## src/rtl/bsa_pkg.sv

```systemverilog
// Package: shared action code for the bit-serial adder.
// Assumes: consumers decode exactly the three values below.
package bsa_pkg;
    typedef enum logic [1:0] {
        ACT_IDLE = 2'd0,   // hold all state
        ACT_LOAD = 2'd1,   // parallel load, clear carry
        ACT_STEP = 2'd2    // one serial addition step
    } bsa_act_e;
endpackage

```

## src/rtl/bsa_full_adder.sv

```systemverilog
// Module: one-bit full adder cell used once per serial step.
// Assumes: purely combinational, inputs are known.
module bsa_full_adder (
    input  logic a_bit,
    input  logic b_bit,
    input  logic c_in,
    output logic s_bit,
    output logic c_out
);
    // Sum and majority carry of three input bits.
    always_comb begin
        s_bit = a_bit ^ b_bit ^ c_in;
        c_out = (a_bit & b_bit) | (a_bit & c_in) | (b_bit & c_in);
    end
endmodule

```

## src/rtl/bsa_shift_reg.sv

```systemverilog
// Module: right-shifting register with parallel load and serial top input.
// Assumes: act is ACT_LOAD, ACT_STEP or ACT_IDLE; reset is synchronous, active low.
module bsa_shift_reg
    import bsa_pkg::*;
#(
    parameter int WIDTH = 8
) (
    input  logic             clk,
    input  logic             rst_n,
    input  bsa_act_e         act,
    input  logic [WIDTH-1:0] par_in,
    input  logic             ser_in,
    output logic [WIDTH-1:0] q,
    output logic             lsb
);
    logic [WIDTH-1:0] q_r;

    // Register update: reset, load, shift right, or hold.
    always_ff @(posedge clk) begin
        if (!rst_n)
            q_r <= '0;
        else if (act == ACT_LOAD)
            q_r <= par_in;
        else if (act == ACT_STEP)
            q_r <= {ser_in, q_r[WIDTH-1:1]};
    end

    assign q   = q_r;
    assign lsb = q_r[0];

    // the serial input lands in the top bit on a step.
    a_r4_ser_entry: assert property (@(posedge clk) disable iff (!rst_n)
        (act == ACT_STEP) |=> (q_r[WIDTH-1] == $past(ser_in)));
    // idle action keeps the register unchanged.
    a_r5_reg_hold: assert property (@(posedge clk) disable iff (!rst_n)
        (act == ACT_IDLE) |=> $stable(q_r));
    // a load writes the parallel input.
    a_r2_reg_load: assert property (@(posedge clk) disable iff (!rst_n)
        (act == ACT_LOAD) |=> (q_r == $past(par_in)));
endmodule

```

## src/rtl/bsa_seq_ctrl.sv

```systemverilog
// Module: step sequencer; counts enabled steps and raises done after WIDTH.
// Assumes: load and shift_en known each edge; load wins over shift_en.
module bsa_seq_ctrl
    import bsa_pkg::*;
#(
    parameter int WIDTH = 8
) (
    input  logic     clk,
    input  logic     rst_n,
    input  logic     load,
    input  logic     shift_en,
    output bsa_act_e act,
    output logic     done
);
    localparam int CW = $clog2(WIDTH + 1);
    localparam logic [CW-1:0] LAST = CW'(WIDTH - 1);

    logic [CW-1:0] step_cnt;
    logic          done_r;

    // Decode the action for this cycle with load priority and auto-stop.
    always_comb begin
        if (load)
            act = ACT_LOAD;
        else if (shift_en && !done_r)
            act = ACT_STEP;
        else
            act = ACT_IDLE;
    end

    // Step counter and done flag.
    always_ff @(posedge clk) begin
        if (!rst_n) begin
            step_cnt <= '0;
            done_r   <= 1'b0;
        end else if (act == ACT_LOAD) begin
            step_cnt <= '0;
            done_r   <= 1'b0;
        end else if (act == ACT_STEP) begin
            step_cnt <= step_cnt + 1'b1;
            if (step_cnt == LAST)
                done_r <= 1'b1;
        end
    end

    assign done = done_r;

    // done stays high until the next load.
    a_r7_done_sticky: assert property (@(posedge clk) disable iff (!rst_n)
        (done_r && !load) |=> done_r);
    // load clears done.
    a_r2_load_clears_done: assert property (@(posedge clk) disable iff (!rst_n)
        load |=> !done_r);
    // done only rises on a step.
    a_r6_done_rise: assert property (@(posedge clk) disable iff (!rst_n)
        $rose(done_r) |-> ($past(act) == ACT_STEP));
endmodule

```

## src/rtl/bitser_adder.sv

```systemverilog
// Module: bit-serial adder top; two shift registers, one full adder, a carry bit.
// Assumes: a single load pulse starts each addition; shift_en gates progress.
module bitser_adder
    import bsa_pkg::*;
#(
    parameter int WIDTH = 8
) (
    input  logic             clk,
    input  logic             rst_n,
    input  logic             load,
    input  logic             shift_en,
    input  logic [WIDTH-1:0] opa_in,
    input  logic [WIDTH-1:0] opb_in,
    input  logic             b_ser_in,
    output logic [WIDTH-1:0] sum_out,
    output logic [WIDTH-1:0] b_out,
    output logic             carry_out,
    output logic             done
);
    bsa_act_e act;
    logic     a_lsb, b_lsb;
    logic     fa_sum, fa_cout;
    logic     carry_q;

    bsa_seq_ctrl #(.WIDTH(WIDTH)) u_ctrl (
        .clk      (clk),
        .rst_n    (rst_n),
        .load     (load),
        .shift_en (shift_en),
        .act      (act),
        .done     (done)
    );

    bsa_full_adder u_fa (
        .a_bit (a_lsb),
        .b_bit (b_lsb),
        .c_in  (carry_q),
        .s_bit (fa_sum),
        .c_out (fa_cout)
    );

    bsa_shift_reg #(.WIDTH(WIDTH)) u_reg_a (
        .clk    (clk),
        .rst_n  (rst_n),
        .act    (act),
        .par_in (opa_in),
        .ser_in (fa_sum),
        .q      (sum_out),
        .lsb    (a_lsb)
    );

    bsa_shift_reg #(.WIDTH(WIDTH)) u_reg_b (
        .clk    (clk),
        .rst_n  (rst_n),
        .act    (act),
        .par_in (opb_in),
        .ser_in (b_ser_in),
        .q      (b_out),
        .lsb    (b_lsb)
    );

    // Carry flip-flop: cleared on load, updated on each step.
    always_ff @(posedge clk) begin
        if (!rst_n)
            carry_q <= 1'b0;
        else if (act == ACT_LOAD)
            carry_q <= 1'b0;
        else if (act == ACT_STEP)
            carry_q <= fa_cout;
    end

    assign carry_out = carry_q;

    // no load and no enable keeps the carry.
    a_r5_carry_hold: assert property (@(posedge clk) disable iff (!rst_n)
        (!load && !shift_en) |=> $stable(carry_q));
    // once done, the result is frozen until a load.
    a_r7_frozen: assert property (@(posedge clk) disable iff (!rst_n)
        (done && !load) |=> ($stable(sum_out) && $stable(b_out) && $stable(carry_q)));
    // load clears the carry.
    a_r2_carry_clear: assert property (@(posedge clk) disable iff (!rst_n)
        load |=> !carry_q);
endmodule

```

## config.mk

```make
export PLATFORM = sky130hd
export DESIGN_NAME = bitser_adder
export DESIGN_NICKNAME = d
export VERILOG_FILES = /design/src/rtl/bsa_pkg.sv /design/src/rtl/bsa_full_adder.sv /design/src/rtl/bsa_shift_reg.sv /design/src/rtl/bsa_seq_ctrl.sv /design/src/rtl/bitser_adder.sv
export SDC_FILE = /design/constraint.sdc
export NUM_CORES = 1
export LEC_CHECK = 0
export BUFFER_PORTS_ARGS = -buffer_cell sky130_fd_sc_hd__buf_2
export CORE_UTILIZATION = 30
export DETAILED_ROUTE_END_ITERATION = 10
export PLACE_DENSITY_LB_ADDON = 0.05
export SYNTH_ARGS = -nofsm -noshare
export SYNTH_HDL_FRONTEND = slang
export SYNTH_HIERARCHICAL = 1
export SYNTH_SLANG_ARGS = --single-unit
```

## constraint.sdc

```tcl
create_clock -name clk -period 5.5 [get_ports clk]
set_input_delay 0.825 -clock clk [delete_from_list [all_inputs] [get_ports clk]]
set_output_delay 0.825 -clock clk [all_outputs]
set_load 0.01 [all_outputs]
```

# ---- Word level (Yosys, flattened, before mapping)
# Cells that the tools add are included.
dict set report totals {
  input_bits 21
  output_inout_bits 18
  ff_bits 22
  elab_cells 28
}
dict set report classes {
  add_sub_neg 1
  reduce_logical 5
  eq_ne 3
  bitwise_logic 8
  mux 6
}
# cell n
set op_table {}
lappend op_table {{8-bit two-way mux} 4}
lappend op_table {{4-bit by 1-bit adder with 4-bit output (second input constant)} 1}
lappend op_table {{4-bit by 3-bit equality test with 1-bit output (second input constant)} 1}
lappend op_table {{2-bit two-way mux} 2}
lappend op_table {{1-bit bitwise AND} 3}
lappend op_table {{2-bit by 1-bit equality test with 1-bit output (second input constant)} 1}
lappend op_table {{2-bit equality test (second input constant)} 1}
lappend op_table {{1-bit bitwise OR} 2}
lappend op_table {{2-bit AND reduction} 1}
lappend op_table {{2-bit nonzero test} 1}
lappend op_table {{2-bit OR reduction} 1}
lappend op_table {{1-bit bitwise XOR} 2}
lappend op_table {{1-bit logical AND} 1}
lappend op_table {{1-bit logical NOT} 1}
lappend op_table {{1-bit NOT} 1}

# ---- Depth between registers and ports, before layout
# Gate-level depths: netlist (run 1).
dict set report depth {
  depth_word 7
  ltp_mapped 7
  ltp_nobuf 6
}

# ---- Hierarchy
# Netlist (run 1), hierarchy kept.
# mod instances area_per_inst_um2 seq_area_each_um2 cells_per_inst
set modules_own_cells {}
lappend modules_own_cells {bsa_shift_reg 2 464.2 160.2 38}
lappend modules_own_cells {bsa_seq_ctrl 1 226.5 100.1 25}
lappend modules_own_cells {bitser_adder 1 61.3 20.0 6}
lappend modules_own_cells {bsa_full_adder 1 20.0 0.0 1}

# ---- Least setup slack after synthesis (run 1)
# OpenSTA, ideal clock, no wires.
dict set report synth_timing {
  path_kind {input-to-reg}
  start {input load}
  end {register u_reg_a.q_r[1], in the netlist u_reg_a/q[1]}
  stages 7
  arrival_time_ps 2228
  setup_slack_ps 3156
  setup_time_ps 116
  path_buffers 1
  cell_sequence {or3b_4 -> inv_1 -> inv_1 -> ha_1 -> buf_2 -> or2b_1 -> o211a_1}
}
dict set report synth_via {
  elab_chain_cells 3
  elab_cells_between_ends 5
  classes_between {eq/ne: 2; mux: 2; reduce/logical: 1}
}
# element line
set synth_lines {}
lappend synth_lines {{start, declared} bitser_adder.sv:10} ;# input logic load,
lappend synth_lines {{2-bit two-way mux *} bsa_seq_ctrl.sv:23} ;# if (load)
lappend synth_lines {{named net act[1]} bitser_adder.sv:20} ;# bsa_act_e act;
lappend synth_lines {{2-bit by 1-bit equality test with 1-bit output / 2-bit equality test (equally long branches)} {bsa_shift_reg.sv:22, bsa_shift_reg.sv:24}}
lappend synth_lines {{8-bit two-way mux / 2-bit nonzero test (equally long branches)} n/a}
lappend synth_lines {{end signal, assigned} bsa_shift_reg.sv:23} ;# q_r <= par_in;
lappend synth_lines {{end signal, assigned} bsa_shift_reg.sv:25} ;# q_r <= {ser_in, q_r[WIDTH-1:1]};
lappend synth_lines {{end, declared} bsa_shift_reg.sv:16} ;# logic [WIDTH-1:0] q_r;
# The timed path passes the listed nets; every way through them passes the cells marked *.
# A chain may end at the register's enable or synchronous reset.

# ---- Final worst setup path (run 1)
dict set report layout_timing {
  start {input load}
  end {register u_reg_a.q_r[6], in the netlist u_reg_a/q[6]}
}
# Same word-level chain as after synthesis.

==> reports/results.tsv, run 1 <==
metric	value	unit
status	finished, final reports clean	
nature of the critical path endpoint	flop	
Final Hold Viols	0	
Post-Route WL	2.319	mm
port bufs	38	
starting density of the core	0.3254	
share of cells above drive strength 1	0.4357	
area share of the largest cell type after synthesis	0.3563	
CTS Buf Count	3	
H-tree levels	1	
Slew Limit Headroom	0.6288	
mapped cell area	1236	um2
CTS sink cnt	22	
Total GRT Usage	0.1176	
Die H	66.19	um
clock transition at the registers of the reported paths	80	ps
cts-stage hold buffer count	0	
drt pass-1 iters	4	
Ports	39	
CP bufs+invs	3	
Cell Area, Placed	1424	um2
RSZ-0062 raised after global routing	no	
wire per inst	12.34	um
Max VDD drop	0.07334	mV
placed cells	185	
Hold Crit Class	reg2reg	
Top cell by count, worst path	inv_1	
Worst-Skew Late Latency	260	ps
Hold Crit Depth	2	
register area share after synthesis	0.3563	
worst path cell trace	buf_2, or3b_4, inv_1, inv_1, ha_1, mux2_4, o211a_1	
number of global-route vias before repair	876	
WP data required	5650	ps
crit path DAT	2540	ps
setup TNS	0	ps
Distinct cells, synth	26	
core area	3799	um2
first-pass GRT wire length	3.912	mm
Vias/cell	4.649	
post-CTS setup buffer count	0	
post-synthesis average cell area	11.45	um2
initial antenna violation count	0	
setup ws final	3116	ps
antenna cells	0	
Top delay family on crit path	simple AND/OR/NAND/NOR gates	
PostCTS Resize Cnt	0	
Nets	167	
Final Skew	3.307	ps
post-route minimum period	2384	ps
overall die area	4381	um2
final instance area	1465	um2
commonest cells after routing, fill and taps aside	38 x buf_2, 22 x dfxtp_1, 16 x mux2_4, 16 x or2b_1, 16 x o211a_1	
Core Util, Final	0.3857	
Crit-path slowest cell	or3b_4	
Max-cap violations	0	
Crit Path Class	in2reg	
Max FO, Critical Path	8	
post-synth top area cell	dfxtp_1	
crit path from	load	
dpl ws	2828	ps
r2r startpoint	u_ctrl/done	
Gate Count Post-Synth	108	
area delta synth->final	18.52	%
Final Max Slew Viols	0	
residual DRC count	0	
largest net degree at the start of global routing	20	
most common cell after layout, fill and taps aside	buf_2	
GR Overflow Total	0	
Die W	66.19	um
Finish-stage setup viols	0	
Synth area leaders	dfxtp_1 36%, mux2_4 19%, o211a_1 13%	
CTS tree	done	
Detailed Route Iter0 Violations	31	
Final HPWL DP	1.643	mm
Yosys reg bits	22	
Tcrit/Tclk final	0.4335	
critical path depth	7	
Tightest Pin Transition	556.9	ps
Static Leakage	0.0008320	uW
clock buffer depth	2	
Pwr Density	254.3	nW/um2
crit-path max cell delay	390	ps
Core Rows	22	
total vias in the final route	874	
R2R depth	6	
Root Buffer	clkbuf_8	
routability cong.	0.8256	
Synthesized Nets	133	
Routed Antenna Nets	0	
Hold Startpoint	u_ctrl/step_cnt[1]	
Syn. warnings	6	
Setup crit start kind	primary input	
f_max	419.4	MHz
Non-Filler Instances	188	
-- cells in the mapped netlist --
| master | count |
|---|---|
| o211a_1 | 16 |
| fa_1 | 1 |
| and2b_1 | 1 |
| nor2_1 | 3 |
| o31ai_2 | 1 |
| nand2_1 | 3 |
| nand3_1 | 1 |
| buf_4 | 3 |
| or2b_1 | 16 |
| nand4b_1 | 1 |
| dfxtp_1 | 22 |
| mux2_4 | 16 |
| inv_1 | 4 |
| buf_1 | 2 |
| nand2b_1 | 1 |
| or3_1 | 1 |
| a31oi_1 | 1 |
| and4bb_2 | 1 |
| xnor2_1 | 2 |
| or3b_4 | 1 |
| ha_1 | 3 |
| o21ai_0 | 1 |
| buf_6 | 2 |
| and2b_2 | 1 |
| buf_2 | 2 |
| a21oi_1 | 2 |
-- flip-flops by register name, summed over array words and instances (netlist names) --
signal / cells
u_reg_a/q: 8
u_reg_b/q: 8
u_ctrl/step_cnt: 4
carry_out: 1
u_ctrl/done: 1
-- area by class of cell --
type,count,area (um2)
fillers,378,2333
multi-input cells,73,718.2
flip-flops and latches,22,440.4
repair buffers,38,190.2
well taps,48,60.06
clock buffers,3,41.29
inverters,4,15.01
-- worst register-to-register path: cells and delay by family (launching register included) --
family                   cells  cell delay, ps
buffers and inverters        2             230
multiplexers                 1             370
AO/OA/AOI/OAI                1             200
AND/OR/NAND/NOR              1             410
adder cells (fa/ha/maj)      1             370
flip-flops                   1             340
-- path summary, 6_finish.rpt --
path,to,slack [ps]
hold reg to reg,u_ctrl/step_cnt[1],480
hold / removal,u_ctrl/step_cnt[1],480
setup / recovery,u_reg_a/q[6],3120
setup reg to reg,u_reg_a/q[6],3470
-- power by group --
part	switching, uW	internal [uW]	total (uW)
sequential	9.44	172	182
combinational	37.4	55.3	92.7
clock	49.4	48.8	98.2
-- per-stage QoR --
stage	hold slack, ps	power [uW]
floorplan	453.3	255.2
global placement	483.7	278.1
detailed placement	472.6	279.6
finish	480.8	372.6
CTS	485.6	381.4
global route	524.4	398.1
-- metal layers --
metal | wire length [um] | global-route usage
met3 | 108 | 0.01552
met1 | 1085 | 0.1415
met5 | 0 | 0
met4 | 20 | 0.04787
met2 | 1105 | 0.2079
-- logic make-up (layout without fill, tap and decap cells) --
family,Yosys count,after routing,synth area share
xor+xnor,2,2,0.01417
flops,22,22,0.3563
compound gates,21,21,0.1569
mux,16,16,0.1943
fa+ha+maj,4,4,0.04656
buf+inv,13,45,0.06275
simple gates,30,30,0.1690
(Power assumes the default switching activity.)
==> run 2, diff against run 1 <==
clock period = 2.2 ns   (was 5.5 ns; I/O delays follow)
==> run 2 against run 1 <==
Compared with the run above: flip-flop and latch count is the same; first-iteration DRC count decreased by 23%; non-clock buffer count rose by 2; clock power rose to 3.0 times the previous value; register-to-register slack lost 3300 ps; largest cell class unchanged; largest power group unchanged; highest routed layer unchanged.
==> reports/results.tsv, run 2 (synthesized netlist as in run 1, its figures left out) <==
metric	value	unit
Total GRT Usage	0.1192	
first-pass GRT wire length	3.960	mm
Min Hold Slack	411.5	ps
Finish-stage setup viols	0	
most common cell after layout, fill and taps aside	buf_2	
Final HPWL DP	1.652	mm
setup TNS	0	ps
f_max	495.1	MHz
Nets	169	
initial antenna violation count	0	
R2R Path End	u_reg_a/q[2]	
Post-Route WL	2.355	mm
area delta synth->final	20.85	%
routability cong.	0.7627	
overall die area	4381	um2
Die H	66.19	um
R2R depth	6	
share of cells above drive strength 1	0.4476	
total vias in the final route	900	
WP data required	2360	ps
residual DRC count	0	
Ports	39	
Routed Antenna Nets	0	
CTS tree	done	
Max FO, Critical Path	16	
Slew Limit Headroom	0.6421	
Hold Crit Class	in2reg	
antenna cells	0	
PostCTS Resize Cnt	0	
hold endpoint	u_reg_b/q[3]	
r2r startpoint	u_ctrl/done	
H-tree levels	1	
crit path DAT	2180	ps
wire per inst	12.33	um
Hold Startpoint	opb_in[3]	
Hold Crit Depth	3	
Tcrit/Tclk final	0.9181	
CTS Buf Count	3	
starting density of the core	0.3254	
number of global-route vias before repair	901	
Max-cap violations	0	
Tightest Pin Transition	536.9	ps
Vias/cell	4.712	
Final Max Slew Viols	0	
drt pass-1 iters	2	
RSZ-0062 raised after global routing	no	
Root Buffer	clkbuf_8	
Worst-Skew Late Latency	260	ps
Final Skew	1.263	ps
Max VDD drop	0.2648	mV
Die W	66.19	um
Final Hold Viols	0	
cts-stage hold buffer count	0	
status	finished, final reports clean	
Crit Path Class	reg2reg	
CTS sink cnt	22	
largest net degree at the start of global routing	20	
Core Rows	22	
Static Leakage	0.0008491	uW
Pwr Density	658.3	nW/um2
commonest cells after routing, fill and taps aside	38 x buf_2, 22 x dfxtp_1, 16 x mux2_4, 16 x or2b_1, 16 x o211a_1	
R2R setup slack	180	ps
port bufs	38	
clock buffer depth	2	
clock transition at the registers of the reported paths	80	ps
post-route minimum period	2020	ps
post-CTS setup buffer count	0	
core area	3799	um2
GR Overflow Total	0	
Setup crit start kind	flop	
nature of the critical path endpoint	flop	
Detailed Route Iter0 Violations	24	
## run 2: changes by cell type in the layout (fill, tap and decap cells not counted), sizes merged
cell    before  now
buf         38   40
clkbuf       3    4
## run 2: worst max-delay path by stage
| stage | from | endpoint | slack [ps] | depth (start not counted) |
|---|---|---|---|---|
| after CTS | u_ctrl/done | u_reg_b/q[1] | 170 | 6 |
| after global placement | load | u_reg_b/q[0] | 120 | 7 |
| after floorplan | u_ctrl/done | u_reg_a/q[1] | 310 | 7 |
| after global routing | u_ctrl/done | u_reg_a/q[7] | 60 | 6 |
| after detailed placement | load | u_reg_b/q[6] | 90 | 7 |
| final | u_ctrl/done | u_reg_a/q[2] | 180 | 6 |
## run 2: metrics by stage
step / instances / utilization / area [um2] / power (uW) / worst slack, ps
floorplan: 108 / - / 1236 / 638.0 / 306.9
global placement: 187 / 0.3788 / 1439 / 697.8 / 119.7
detailed placement: 187 / 0.3788 / 1439 / 703.1 / 89.73
CTS: 191 / 0.3933 / 1494 / 1003 / 174.7
global route: 191 / 0.3933 / 1494 / 1047 / 64.62
finish: 191 / 0.3933 / 1494 / 983.4 / 180.3
## run 2: area by class of cell
class	count	area [um2]
sequential	22	440.4
timing repair buffer	40	205.2
multi-input combinational	73	718.2
fill	390	2305
inverter	4	15.01
clock buffer	4	55.05
tap	48	60.06
## run 2: critical path, stage by stage, from the launching register on
cell and delay, ps:
dfxtp_1 340, or3b_4 410, inv_1 150, inv_1 60, ha_1 560, or2b_1 270
o211a_1 120
## run 2: layer usage
layer	wire (um)	up-vias	part of all wire	GRT usage
li1	-	448	-	-
met1	1055	426	0.45	0.1360
met2	1151	24	0.49	0.2130
met3	128	2	0.054	0.03621
met4	20	0	0.0085	0.03191
met5	0	-	0	0
## run 2: where the power goes
group          switching, uW  leakage, uW  total [uW]  internal (uW)
Clock                    133    0.0000288         293            160
Combinational           95.2     0.000639         236            141
Sequential              24.2     0.000181         455            431
==> run 3, diff against run 2 <==
RECOVER_POWER = 100   (was unset)
==> run 3 against run 2 <==
Compared with the run above: cell area is 1.5% lower; sequential share of layout area is 0.45 points higher; fmax is 1.1% higher; routed wire length hardly changed; register-to-register slack better by 20 ps; count of clock-buffer cells in the layout stayed put; clock power hardly changed; clock skew is 0.54 ps higher; critical path type unchanged; highest routed layer unchanged.
==> reports/results.tsv, run 3 (synthesized netlist as in run 1, its figures left out) <==
metric	value	unit
status	finished, final reports clean	
placed cells	187	
Max-cap violations	0	
setup TNS	0	ps
Final Max Slew Viols	0	
R2R Path End	u_reg_b/q[0]	
total vias in the final route	899	
core area	3799	um2
Top cell by count, worst path	inv_1	
PostCTS Resize Cnt	0	
wire per inst	12.32	um
net switching power	254.1	uW
clock buffer depth	2	
hold endpoint	u_reg_b/q[7]	
Hold Crit Depth	3	
Final HPWL DP	1.652	mm
Routed Antenna Nets	0	
share of cells above drive strength 1	0.3217	
crit path DAT	2160	ps
Layout fillers	401	
Core Rows	22	
Non-Filler Instances	191	
Tightest Pin Transition	538.0	ps
CTS tree	done	
Vias/cell	4.707	
Worst-Skew Late Latency	260	ps
Max FO, Critical Path	8	
nature of the critical path endpoint	flop	
Crit Path Class	reg2reg	
first-pass GRT wire length	3.960	mm
routability cong.	0.7627	
Nets	169	
CTS sink cnt	22	
starting density of the core	0.3254	
Final Hold Viols	0	
most common cell after layout, fill and taps aside	dfxtp_1	
Finish-stage setup viols	0	
r2r startpoint	u_ctrl/done	
worst path cell trace	or3b_4, inv_1, inv_1, ha_1, mux2_4, o211a_1	
Detailed Route Iter0 Violations	24	
Total GRT Usage	0.1192	
Cell Area, Placed	1439	um2
initial antenna violation count	0	
R2R setup slack	200	ps
Int Pwr	722.6	uW
Hold Startpoint	b_ser_in	
antenna cells	0	
Crit-path slowest cell	or3b_4	
post-route minimum period	1999	ps
Slew Limit Headroom	0.6413	
Logic pwr share	0.233	
multi-input logic area	718.2	um2
cts-stage hold buffer count	0	
commonest cells after routing, fill and taps aside	22 x dfxtp_1, 20 x buf_2, 18 x clkbuf_1	
Static Leakage	0.0007797	uW
Die W	66.19	um
post-CTS setup buffer count	0	
Tcrit/Tclk final	0.9084	
clock transition at the registers of the reported paths	80	ps
FF+latch area	440.4	um2
drt pass-1 iters	2	
R2R depth	6	
Max VDD drop	0.2628	mV
Root Buffer	clkbuf_8	
Pwr Density	663.8	nW/um2
RSZ-0062 raised after global routing	no	
sequential share of power	0.467	
final instance area	1471	um2
port bufs	38	
number of global-route vias before repair	901	
Die H	66.19	um
crit-path max cell delay	410	ps
sw frac	0.2602	
Post-Route WL	2.353	mm
largest net degree at the start of global routing	20	
Hold Crit Class	in2reg	
overall die area	4381	um2
f_max	500.4	MHz
clock share of power	0.301	
H-tree levels	1	
WP data required	2360	ps
GR Overflow Total	0	
Final Skew	1.802	ps
Ports	39	
CTS Buf Count	3	
Setup crit start kind	flop	
area delta synth->final	19.03	%
residual DRC count	0	
## run 3: cell types whose count changed in the layout (fill, tap and decap cells not counted), sizes merged
cell and change:
clkbuf +19, buf -19
## run 3: area by class of cell
| cell class | instances | area share |
|---|---|---|
| Clock buffer | 4 | 0.03741 |
| Inverter | 4 | 0.01020 |
| Sequential cell | 22 | 0.2993 |
| Tap cell | 48 | 0.04082 |
| Timing Repair Buffer | 40 | 0.1241 |
| Multi-Input combinational cell | 73 | 0.4881 |
## run 3: layer usage
layer  routed length [um]  vias up  global-route usage
met1                 1017      425              0.1360
li1                     -      448                   -
met3                  149        2             0.03621
met4                   20        0             0.03191
met5                    0        -                   0
met2                 1166       24              0.2130
## run 3: worst max-delay path by stage
stage / from / endpoint / slack (ps) / cells past startpoint
floorplan: u_ctrl/done / u_reg_a/q[1] / 310 / 7
detailed placement: load / u_reg_b/q[6] / 90 / 7
global route: u_ctrl/done / u_reg_a/q[7] / 60 / 6
global placement: load / u_reg_b/q[0] / 120 / 7
CTS: u_ctrl/done / u_reg_b/q[1] / 170 / 6
finish: u_ctrl/done / u_reg_b/q[0] / 200 / 6
## run 3: per-stage QoR
stage	util	hold WS (ps)	setup WS (ps)	total power, uW
3_5_place_dp	0.3788	471.6	89.73	703.1
6_report	0.3874	413.2	201.5	976.7
4_1_cts	0.3933	404.7	174.7	1003
3_3_place_gp	0.3788	483.4	119.7	697.8
2_1_floorplan	-	453.3	306.9	638.0
5_1_grt	0.3874	405.8	64.62	1039
## run 3: power by group through the flow
stage | Sequential [uW] | Combinational (uW) | Clock (uW)
after floorplan | 474 | 164 | 0
after global placement | 464 | 234 | 0
after detailed placement | 465 | 238 | 0
after CTS | 456 | 239 | 309
after global routing | 462 | 249 | 328
final | 456 | 227 | 294
## run 3: worst max-delay path: cells and delay by family, from the launching register on
family / cells / cell delay [ps]
muxes: 1 / 370
buffers and inverters: 2 / 210
adders and majority gates: 1 / 360
and+or+nand+nor: 1 / 410
AOI/OAI and AO/OA: 1 / 200
DFF: 1 / 340
